==> src/rtl/dbg_if_lock_pkg.sv <==
package dbg_if_lock_pkg;

  typedef enum logic [1:0] {
    ADR_LOCK = 2'd0,
    ADR_MASK = 2'd1,
    ADR_STAT = 2'd2,
    ADR_NONE = 2'd3
  } reg_addr_e;

  // A request counts against the lock check in this cycle.
  function automatic logic req_counts(input logic force_req, input logic pwrup_req,
                                      input logic mask_force);
    return pwrup_req | (force_req & ~mask_force);
  endfunction

  // Value a lock read returns; the lock holds that value afterwards.
  function automatic logic read_grants(input logic held, input logic blocked);
    return held | ~blocked;
  endfunction

endpackage

==> src/rtl/dbg_if_lock_access.sv <==
module dbg_if_lock_access #(
  parameter int ACC_CYCLES = 3
) (
  input  logic clk,
  input  logic rst_n,
  input  logic sel,
  output logic first,
  output logic last
);
  localparam int CW = (ACC_CYCLES > 1) ? $clog2(ACC_CYCLES) : 1;
  localparam logic [CW-1:0] LAST_IDX = CW'(ACC_CYCLES - 1);

  logic [CW-1:0] cnt_q;

  assign first = sel && (cnt_q == '0);
  assign last  = sel && (cnt_q == LAST_IDX);

  always_ff @(posedge clk or negedge rst_n) begin
    if (!rst_n)          cnt_q <= '0;
    else if (!sel || last) cnt_q <= '0;
    else                 cnt_q <= cnt_q + 1'b1;
  end

  AST_CNT_RANGE: assert property (@(posedge clk) disable iff (!rst_n)
    cnt_q <= LAST_IDX);
  AST_CNT_RESTART: assert property (@(posedge clk) disable iff (!rst_n)
    !sel |=> (cnt_q == '0));
endmodule

==> src/rtl/dbg_if_lock_tracker.sv <==
module dbg_if_lock_tracker (
  input  logic clk,
  input  logic rst_n,
  input  logic sel,
  input  logic first,
  input  logic last,
  input  logic cond,
  input  logic pwrup_req,
  output logic blocked
);
  logic seen_q;
  logic carry;

  assign carry   = first ? 1'b0 : seen_q;
  assign blocked = carry | cond;

  always_ff @(posedge clk or negedge rst_n) begin
    if (!rst_n)            seen_q <= 1'b0;
    else if (!sel || last) seen_q <= 1'b0;
    else                   seen_q <= blocked;
  end

  AST_PWR_BLOCKS: assert property (@(posedge clk) disable iff (!rst_n)
    (sel && pwrup_req) |-> blocked);
  AST_SEEN_STICKS: assert property (@(posedge clk) disable iff (!rst_n)
    (sel && blocked && !last) |=> (sel -> blocked));
endmodule

==> src/rtl/dbg_if_lock_core.sv <==
module dbg_if_lock_core
  import dbg_if_lock_pkg::*;
(
  input  logic clk,
  input  logic rst_n,
  input  logic rd_lock,
  input  logic wr_lock,
  input  logic wr_mask,
  input  logic wbit,
  input  logic blocked,
  output logic lock_q,
  output logic mask_q,
  output logic rd_grant
);
  logic lock_nxt;

  assign rd_grant = read_grants(lock_q, blocked);

  always_comb begin
    lock_nxt = lock_q;
    if (wr_lock)      lock_nxt = wbit;
    else if (rd_lock) lock_nxt = rd_grant;
  end

  always_ff @(posedge clk or negedge rst_n) begin
    if (!rst_n) begin
      lock_q <= 1'b0;
      mask_q <= 1'b0;
    end else begin
      lock_q <= lock_nxt;
      if (wr_mask) mask_q <= wbit;
    end
  end

  AST_GRANT_TAKES: assert property (@(posedge clk) disable iff (!rst_n)
    (rd_lock && !lock_q && !blocked) |=> lock_q);
  AST_DENY_FREE: assert property (@(posedge clk) disable iff (!rst_n)
    (rd_lock && !lock_q && blocked) |=> !lock_q);
  AST_FORCE_SET: assert property (@(posedge clk) disable iff (!rst_n)
    (wr_lock && wbit) |=> lock_q);
  AST_RELEASE: assert property (@(posedge clk) disable iff (!rst_n)
    (wr_lock && !wbit) |=> !lock_q);
  AST_HELD_STAYS: assert property (@(posedge clk) disable iff (!rst_n)
    (rd_lock && lock_q) |=> lock_q);
  AST_QUIET_HOLD: assert property (@(posedge clk) disable iff (!rst_n)
    (!rd_lock && !wr_lock) |=> $stable(lock_q));
  AST_MASK_HOLD: assert property (@(posedge clk) disable iff (!rst_n)
    !wr_mask |=> $stable(mask_q));
endmodule

==> src/rtl/dbg_if_lock.sv <==
module dbg_if_lock
  import dbg_if_lock_pkg::*;
#(
  parameter int ACC_CYCLES = 3
) (
  input  logic       clk,
  input  logic       rst_n,
  input  logic       bus_sel,
  input  logic       bus_wr,
  input  logic [1:0] bus_addr,
  input  logic       bus_wdata,
  output logic [1:0] bus_rdata,
  output logic       bus_done,
  input  logic       dbg_force_req,
  input  logic       dbg_pwrup_req,
  output logic       lock_held
);
  reg_addr_e addr;
  logic first, last, cond, blocked;
  logic rd_lock, wr_lock, wr_mask;
  logic lock_q, mask_q, rd_grant;

  assign addr = reg_addr_e'(bus_addr);

  dbg_if_lock_access #(.ACC_CYCLES(ACC_CYCLES)) u_access (
    .clk(clk), .rst_n(rst_n), .sel(bus_sel), .first(first), .last(last)
  );

  assign cond = req_counts(dbg_force_req, dbg_pwrup_req, mask_q);

  dbg_if_lock_tracker u_track (
    .clk(clk), .rst_n(rst_n), .sel(bus_sel), .first(first), .last(last),
    .cond(cond), .pwrup_req(dbg_pwrup_req), .blocked(blocked)
  );

  assign rd_lock = last && !bus_wr && (addr == ADR_LOCK);
  assign wr_lock = last &&  bus_wr && (addr == ADR_LOCK);
  assign wr_mask = last &&  bus_wr && (addr == ADR_MASK);

  dbg_if_lock_core u_core (
    .clk(clk), .rst_n(rst_n), .rd_lock(rd_lock), .wr_lock(wr_lock),
    .wr_mask(wr_mask), .wbit(bus_wdata), .blocked(blocked),
    .lock_q(lock_q), .mask_q(mask_q), .rd_grant(rd_grant)
  );

  always_comb begin
    bus_rdata = '0;
    if (last && !bus_wr) begin
      unique case (addr)
        ADR_LOCK: bus_rdata = {1'b0, rd_grant};
        ADR_MASK: bus_rdata = {1'b0, mask_q};
        ADR_STAT: bus_rdata = {dbg_pwrup_req, dbg_force_req};
        default:  bus_rdata = '0;
      endcase
    end
  end

  assign bus_done  = last;
  assign lock_held = lock_q;

  AST_DONE_IN_ACCESS: assert property (@(posedge clk) disable iff (!rst_n)
    bus_done |-> bus_sel);
  AST_HELD_READ_ONE: assert property (@(posedge clk) disable iff (!rst_n)
    (bus_done && !bus_wr && addr == ADR_LOCK && lock_held) |-> bus_rdata[0]);
  AST_READ_MATCHES_LOCK: assert property (@(posedge clk) disable iff (!rst_n)
    (bus_done && !bus_wr && addr == ADR_LOCK) |=> (lock_held == $past(bus_rdata[0])));
  AST_UNUSED_ZERO: assert property (@(posedge clk) disable iff (!rst_n)
    (bus_done && !bus_wr && addr == ADR_NONE) |-> (bus_rdata == 2'b00));
endmodule

==> config.mk <==
export PLATFORM = sky130hd
export DESIGN_NAME = dbg_if_lock
export DESIGN_NICKNAME = d
export VERILOG_FILES = /design/src/rtl/dbg_if_lock_pkg.sv /design/src/rtl/dbg_if_lock_access.sv /design/src/rtl/dbg_if_lock_tracker.sv /design/src/rtl/dbg_if_lock_core.sv /design/src/rtl/dbg_if_lock.sv
export SDC_FILE = /design/constraint.sdc
export NUM_CORES = 1
export LEC_CHECK = 0
export BUFFER_PORTS_ARGS = -buffer_cell sky130_fd_sc_hd__buf_2
export CAP_MARGIN = 20
export CORE_AREA = 2 2 39 41
export CTS_CLUSTER_SIZE = 25
export DETAILED_ROUTE_END_ITERATION = 7
export DIE_AREA = 0 0 41 43
export GPL_ROUTABILITY_DRIVEN = 0
export PLACE_DENSITY = 0.49
export SETUP_SLACK_MARGIN = 0.02
export SLEW_MARGIN = 20
export SYNTH_ARGS = -nofsm -noshare
export SYNTH_HDL_FRONTEND = slang
export SYNTH_HIERARCHICAL = 1
export SYNTH_SLANG_ARGS = --single-unit
==> constraint.sdc <==
create_clock -name clk -period 1.4 [get_ports clk]
set_input_delay 0 -clock clk [delete_from_list [all_inputs] [get_ports clk]]
set_output_delay 0 -clock clk [all_outputs]
set_load 0.01 [all_outputs]
==> summary.md, run 1 <==
| Metric | Value |
|---|---|
| Netlist cell types | 21 |
| GR peak layer | met2 |
| Seq/Total Area, Yosys | 0.365 |
| Clock Latency Late Sink | 0.23 ns |
| Mux contribution to synthesized area | 0.0438 |
| Vias per inst | between 4 and 5 |
| Post-synthesis compound-gate area fraction | 0.102 |
| Die W | 41 um |
| CTS tree | done |
| Avg Synthesized Cell Area | 9.52 sq um |
| Slowest stage cell, crit path | dfrtp_1 |
| Flop pwr share | 0.311 |
| Synth area leaders | dfrtp_1, ha_1, nand2b_1 |
| Top-count cell post-synth | dfrtp_1 |
| Largest net degree at the start of global routing | 8 |
| FF/Latch Area | 125 sq um |
| Clk slew on worst S/H paths | approximately 0.040 ns |
| GRT met1 Usage | 0.125 |
| Number of flops mapped to enable cells by yosys | 0 |
| Number of fill cells in the layout | around 150 |
| Slowest stage delay, CP | approximately 0.38 ns |
| Ports | 13 |
| Setup TNS | -0.896 ns |
| Yosys Warn Count | 6 |
| P_int | 0.000461 W |
| Iter 0 DRT Violations | 3 |
| Synth Instances | 36 |
| Worst Path Required | ~1.4 ns |
| Met3 Track Usage GR | 0.0471 |
| Final hold vios | 0 |
| Largest family of logic cells by synthesized area | simple AND/OR/NAND/NOR gates |
| Worst VDD drop | 0.544 mV |
| Synth Area in Simple Gates | 0.372 |
| NetSw | roughly 0.00018 W |
| Clock buffer count from CTS | 3 |
| Tightest Hold Check Type | in2reg |
| Core box area | 0.00138 sq mm |
| Syn-to-layout area delta | 81.4% |
| Seq cells post-synth | 5 |
| Die Area | 0.00176 sq mm |
| ANT nets after route | 0 |
| Residual DRC count | 0 |
| First-pass GRT wire length | 1210 um |
| Row count | 14 |
| Switch share | 0.281 |
| Post-synthesis xor/xnor area fraction | 0 |
| Async set-or-reset flop fraction in the synthesized netlist | 1.00 |
| Place WS | -0.196 ns |
| Clk root buf | clkbuf_4 |
| Port-buffer cells | 12 |
| GRT overflow | 0 |
| Status | complete, but fails checks |
| Hold slack | 0.0161 ns |
| Leakage power total | between 0.3 and 0.4 nW |
| Worst-path cell chain | inv_2 > ha_1 > and2_4 > nor2b_4 > or2_1 > nand2b_1 > nor2b_4 > a211oi_2 > nor3b_2 > buf_2 |
| Crit end category | output port |
| M2 GR Usage | 0.153 |
| Critical setup path kind | reg2out |
| PwrDens | approximately 1000 mW/mm^2 |
| Syn Std Cell Area | ~340 sq um |
| Antenna violations before repair | 0 |
| Multi-input gate area | 262 sq um |
| Via count | 340 |
| N_diodes | 0 |
| Synth top area share | 0.365 |
| Relative slew slack | 0.861 |
| Routed WL | between 700 and 800 um |
| WL per Instance | 9.63 um |
| Post-Synth Adder-Cell Area | 0.0730 |
| CP Max Fanout | 2 |
| Clk network pwr share | 0.249 |
| Setup violations, final | 5 |
| Reg-to-reg slack, setup | -0.23 ns |
| Syn nets | 47 |
| Htree depth | 1 |
| Fin nets | 76 |
| F_max | ~580 MHz |
| Starting Density | 0.248 |
| Dominant synthesized flop cell | dfrtp_1 |
| CP Launch Type | flop |
| Final period util | 1.24 |
| Maxcap violations | 0 |
| Max clock buf depth | 2 |
| Pwr Total | 0.000641 W |
| Worst-Margin Slew | 0.206 ns |
| RSZ-0062 raised after global routing | true |
| Min setup slack post-route | -0.333 ns |
| Yosys top cell by area | dfrtp_1 |
| Final instance area | approximately 620 sq um |
| Top post-synthesis cells by count | dfrtp_1, inv_1, nand2b_1, nor3_1 |
| Router iterations before antenna repair | 4 |
| Clock Skew | roughly 0.0032 ns |
| Die span in y | about 43 um |
| HPWL Detailed | 556 um |
| Logic gate share of total power | 0.440 |
| Max-slew violations | 0 |
| GR Util All Layers | 0.103 |
| CTS sink count | 5 |
| Min Tclk post-route | 1.73 ns |
| Layout cells sized above 1 | 0.641 |
| Arr. time, crit path | about 1.7 ns |
| Cell mode on critical path | nor2b_4 |
| Failing checks | negative setup slack |
| Vias in the first global route | 314 |
| Placed cell areas | approximately 480 sq um |
-- critical path, delay by kind of cell, from the launching register on --
family	cells	cell delay, ns
and+or+nand+nor	6	0.74
DFF	1	0.38
buffers and inverters	2	0.20
adders and majority gates	1	0.13
AOI/OAI and AO/OA	1	0.04
-- placed cells by master, fill, tap and decap left out, drive strengths merged, types with 2 or more instances in the layout --
cell and n:
and2 2, buf 23, clkbuf 4, dfrtp 5, ha 2, inv 4
nand2 2, nand2b 3, nor2b 3, nor3 3, nor3b 3
-- registers in the layout (all words and copies together), names as in the netlist --
name and cells:
u_core/mask_q 1, u_core/lock_q 1, u_access/cnt_q 2, u_track/seen_q 1
-- final cells by class --
type | instances | share of cell area
Inverter | 4 | 0.0241
Timing Repair Buffer | 24 | 0.280
Multi-Input combinational cell | 27 | 0.421
Clock buffer | 4 | 0.0423
Sequential cell | 5 | 0.201
Tap cell | 16 | 0.0322
-- cells by family after synthesis --
group	count (synthesis)
buffers and inverters	4
AOI/OAI and AO/OA	5
muxes	1
and+or+nand+nor	19
DFF	5
adders and majority gates	2
-- repair_timing --
action | in CTS | in global routing
resized for setup | 13 | 3
hold buffers | 1 | 0
hold endpoints to repair | 5 | 0
endpoints found under the setup margin | 3 | 6
setup buffers | 4 | 4
pin swaps | 3 | 0
-- power groups by stage --
stage / Clock, W / Combinational [W] / Sequential [W]
2_1_floorplan: 0 / 0.000112 / 0.000206
3_5_place_dp: 0 / 0.000200 / 0.000201
5_1_grt: 0.000179 / 0.000314 / 0.000205
3_3_place_gp: 0 / 0.000201 / 0.000201
6_report: 0.000160 / 0.000282 / 0.000199
4_1_cts: 0.000170 / 0.000264 / 0.000200
-- layer usage --
metal,up-vias,wire [um],share of wire
li1,177,-,-
met1,153,327,0.42
met2,10,397,0.52
met3,0,45,0.058
met4,0,0,0
met5,-,0,0
-- metrics by stage --
stage,utilization,instances
floorplan,-,36
finish,0.449,80
detailed placement,0.344,69
global route,0.449,80
CTS,0.435,78
global placement,0.344,69
-- final timing paths --
| check | startpoint | end | cells past startpoint |
|---|---|---|---|
| max | u_access/cnt_q[0]$_DFF_PN0_ | bus_rdata[0] | 10 |
| min | bus_wdata | u_core/mask_q$_DFFE_PN0P_ | 2 |
| max reg2reg | u_access/cnt_q[0]$_DFF_PN0_ | u_core/mask_q$_DFFE_PN0P_ | 9 |
| min reg2reg | u_core/mask_q$_DFFE_PN0P_ | u_core/mask_q$_DFFE_PN0P_ | 1 |
| max in group asynchronous | rst_n | u_access/cnt_q[0]$_DFF_PN0_ | 2 |
| min in group asynchronous | rst_n | u_core/lock_q$_DFFE_PN0P_ | 2 |
No activity file was read; power rests on OpenSTA's default activity.
==> run 2: changes to the inputs <==
--- a/config.mk
+++ b/config.mk
@@ -14,8 +14,9 @@
 export GPL_ROUTABILITY_DRIVEN = 0
 export PLACE_DENSITY = 0.49
 export SETUP_SLACK_MARGIN = 0.02
-export SLEW_MARGIN = 20
+export SLEW_MARGIN = 0
 export SYNTH_ARGS = -nofsm -noshare
 export SYNTH_HDL_FRONTEND = slang
 export SYNTH_HIERARCHICAL = 1
 export SYNTH_SLANG_ARGS = --single-unit
+export TNS_END_PERCENT = 20
==> run 2 against run 1 <==
  * Clock skew grew 0.0014 ns
  * First-iteration DRC count shrank 33%
  * Sequential share of layout area grew 1.3 points
  * Sequential power is essentially flat
  * Largest cell class unchanged
  * Wire length shrank 5.2%
  * Power shrank 3.1%
  * Final area shrank 6.2%
  * The run still ends with negative setup slack left
  * Clock power is essentially flat
==> summary.md, run 2 (same netlist as run 1, synthesis figures left out) <==
| Metric | Value |
|---|---|
| Clock buffer count from CTS | 3 (unchanged) |
| Largest register by flop count | u_access/cnt_q (unchanged) |
| Worst R2R Path Depth | 7 (was 9) |
| WL per Instance | 9.48 um (was 9.63 um) |
| Switch share | 0.277 (was 0.281) |
| CTS tree | done (unchanged) |
| Max-slew violations | 0 (unchanged) |
| Worst-Margin Slew | 0.222 ns (was 0.206 ns) |
| Clk root buf | clkbuf_4 (unchanged) |
| Critical path endpoint | bus_rdata[0] (unchanged) |
| Failing checks | negative setup slack (unchanged) |
| Number of flip-flops in the largest register | 2 (unchanged) |
| Final core occ | 0.421 (was 0.449) |
| FF/Latch Area | 125 sq um (unchanged) |
| Clock Latency Late Sink | 0.24 ns (was 0.23 ns) |
| Reg-to-reg slack, setup | -0.08 ns (was -0.23 ns) |
| CP Max Fanout | 2 (unchanged) |
| Setup violations, final | 3 (was 5) |
| Clk network pwr share | 0.259 (was 0.249) |
| Worst r2r src | u_access/cnt_q[1]$_DFF_PN0_ (was u_access/cnt_q[0]$_DFF_PN0_) |
| CP Launch Type | flop (unchanged) |
| HPWL Detailed | 548 um (was 556 um) |
| Row count | 14 (unchanged) |
| GRT overflow | 0 (unchanged) |
| Logic gate share of total power | 0.422 (was 0.440) |
| Clock Skew | 0.00464 ns (was 0.00320 ns) |
| Die span in y | 43 um (unchanged) |
| Commonest cells after routing, fill and taps aside | buf_2, buf_4, dfrtp_1 (was buf_2, buf_4, buf_6, dfrtp_1) |
| R2r endpoint | u_core/mask_q$_DFFE_PN0P_ (unchanged) |
| Antenna violations before repair | 0 (unchanged) |
| Router iterations before antenna repair | 2 (was 4) |
| Number of fill cells in the layout | 157 (was 153) |
| Flop pwr share | 0.319 (was 0.311) |
| Die W | 41 um (unchanged) |
| Ports | 13 (unchanged) |
| Min Tclk post-route | 1.72 ns (was 1.73 ns) |
| Post-Layout Cell Count | 77 (was 80) |
| Starting Density | 0.248 (unchanged) |
| Worst Path Required | 1.40 ns (about the same) |
| Relative slew slack | 0.851 (was 0.861) |
| N_diodes | 0 (unchanged) |
| Via count | 334 (was 340) |
| ANT nets after route | 0 (unchanged) |
| Htree depth | 1 (unchanged) |
| Final period util | 1.23 (was 1.24) |
| Critical setup path kind | reg2out (unchanged) |
| Leakage power total | 0.285 nW (was 0.313 nW) |
| Largest net degree at the start of global routing | 8 (unchanged) |
| Core box area | 0.00138 sq mm (unchanged) |
| Maxcap violations | 0 (unchanged) |
| P_int | 0.000449 W (was 0.000461 W) |
| Fin nets | 73 (was 76) |
| Layout cells sized above 1 | 0.607 (was 0.641) |
| Residual DRC count | 0 (unchanged) |
| RSZ-0062 raised after global routing | true (unchanged) |
| Crit end category | output port (unchanged) |
| Vias per inst | 4.34 (was 4.25) |
| Max clock buf depth | 2 (unchanged) |
| Cell count after placement | 69 (unchanged) |
| NetSw | 0.000172 W (was 0.000180 W) |
| Vias in the first global route | 295 (was 314) |
| Iter 0 DRT Violations | 2 (was 3) |
| Arr. time, crit path | 1.72 ns (was 1.73 ns) |
| GR Util All Layers | 0.0931 (was 0.103) |
| PwrDens | 1070 mW/mm^2 (was 1030 mW/mm^2) |
| Commonest non-fill, non-tap cell in the layout | buf_2 (unchanged) |
| First-pass GRT wire length | 1100 um (was 1210 um) |
| Multi-input gate area | 256 sq um (was 262 sq um) |
| F_max | 580 MHz (was 577 MHz) |
| Port-buffer cells | 12 (unchanged) |
| Critical path origin | u_access/cnt_q[0]$_DFF_PN0_ (unchanged) |
| Tightest Hold Check Type | in2reg (unchanged) |
| Routed WL | 730 um (was 770 um) |
| CTS sink count | 5 (unchanged) |
| Clk slew on worst S/H paths | 0.04 ns (about the same) |
| Syn-to-layout area delta | 70.1% (was 81.4%) |
| Die Area | 0.00176 sq mm (unchanged) |
| Min setup slack post-route | -0.324 ns (was -0.333 ns) |
| Worst VDD drop | 0.610 mV (was 0.544 mV) |
| Status | complete, but fails checks (unchanged) |
| Final hold vios | 0 (unchanged) |
-- run 2: cell types whose count changed in the layout (fill, tap and decap cells not counted), sizes merged --
| cell | before | now |
|---|---|---|
| buf | 23 | 20 |
-- run 2: layer usage --
metal,wire length (um),track usage,share of wire,vias up
li1,-,-,-,173
met1,340,0.109,0.47,151
met2,338,0.138,0.46,10
met3,52,0.0471,0.071,0
met4,0,0.0400,0,0
met5,0,0,0,-
-- run 2: worst min path at each step --
stage	end	depth (start not counted)	slack [ns]	start
finish	u_core/mask_q$_DFFE_PN0P_	2	0.02	bus_wdata
global route	u_core/mask_q$_DFFE_PN0P_	2	0.009	bus_wdata
CTS	u_core/mask_q$_DFFE_PN0P_	2	0.009	bus_wdata
detailed placement	u_access/cnt_q[0]$_DFF_PN0_	1	-0.18	rst_n
global placement	u_access/cnt_q[0]$_DFF_PN0_	1	-0.18	rst_n
floorplan	u_access/cnt_q[0]$_DFF_PN0_	0	-0.30	rst_n
-- run 2: worst max-delay path, stage by stage, from the launching register on --
cell and delay (ns):
dfrtp_1 0.38, inv_2 0.06, ha_1 0.13, and2_4 0.14, nor2b_4 0.03, or2_1 0.21
nand2b_1 0.08, nor2b_4 0.13, a211oi_2 0.04, nor3b_2 0.14, buf_2 0.14
-- run 2: stage by stage --
step	area, sq um	hold slack (ns)	power, W	setup slack [ns]	TNS, ns
CTS	557	0.00941	0.000608	-0.356	-0.553
global route	583	0.00944	0.000680	-0.457	-0.918
finish	583	0.0154	0.000622	-0.324	-0.514
detailed placement	477	-0.181	0.000404	-0.189	-0.415
floorplan	359	-0.296	0.000317	-0.0613	-0.0790
global placement	477	-0.181	0.000403	-0.185	-0.401
-- run 2: what timing repair did --
action / CTS / global route
hold endpoints to repair: 5 / 0
gates cloned: 0 / 0
pin swaps: 1 / 0
gates resized for setup: 7 / 3
buffers inserted: 1 / 2
hold buffers: 1 / 0
setup endpoints to repair: 4 / 4
-- run 2: power by group through the flow --
stage                     clock, W  combinational (W)  sequential [W]
after CTS                 0.000171           0.000238        0.000199
after detailed placement         0           0.000203        0.000201
after floorplan                  0           0.000112        0.000206
after global placement           0           0.000203        0.000200
final                     0.000161           0.000262        0.000199
after global routing      0.000184           0.000292        0.000204
-- run 2: area by class of cell --
class | count | share of cell area
Multi-Input combinational cell | 27 | 0.440
Timing Repair Buffer | 21 | 0.240
Sequential cell | 5 | 0.215
Clock buffer | 4 | 0.0451
Tap cell | 16 | 0.0343
Inverter | 4 | 0.0258
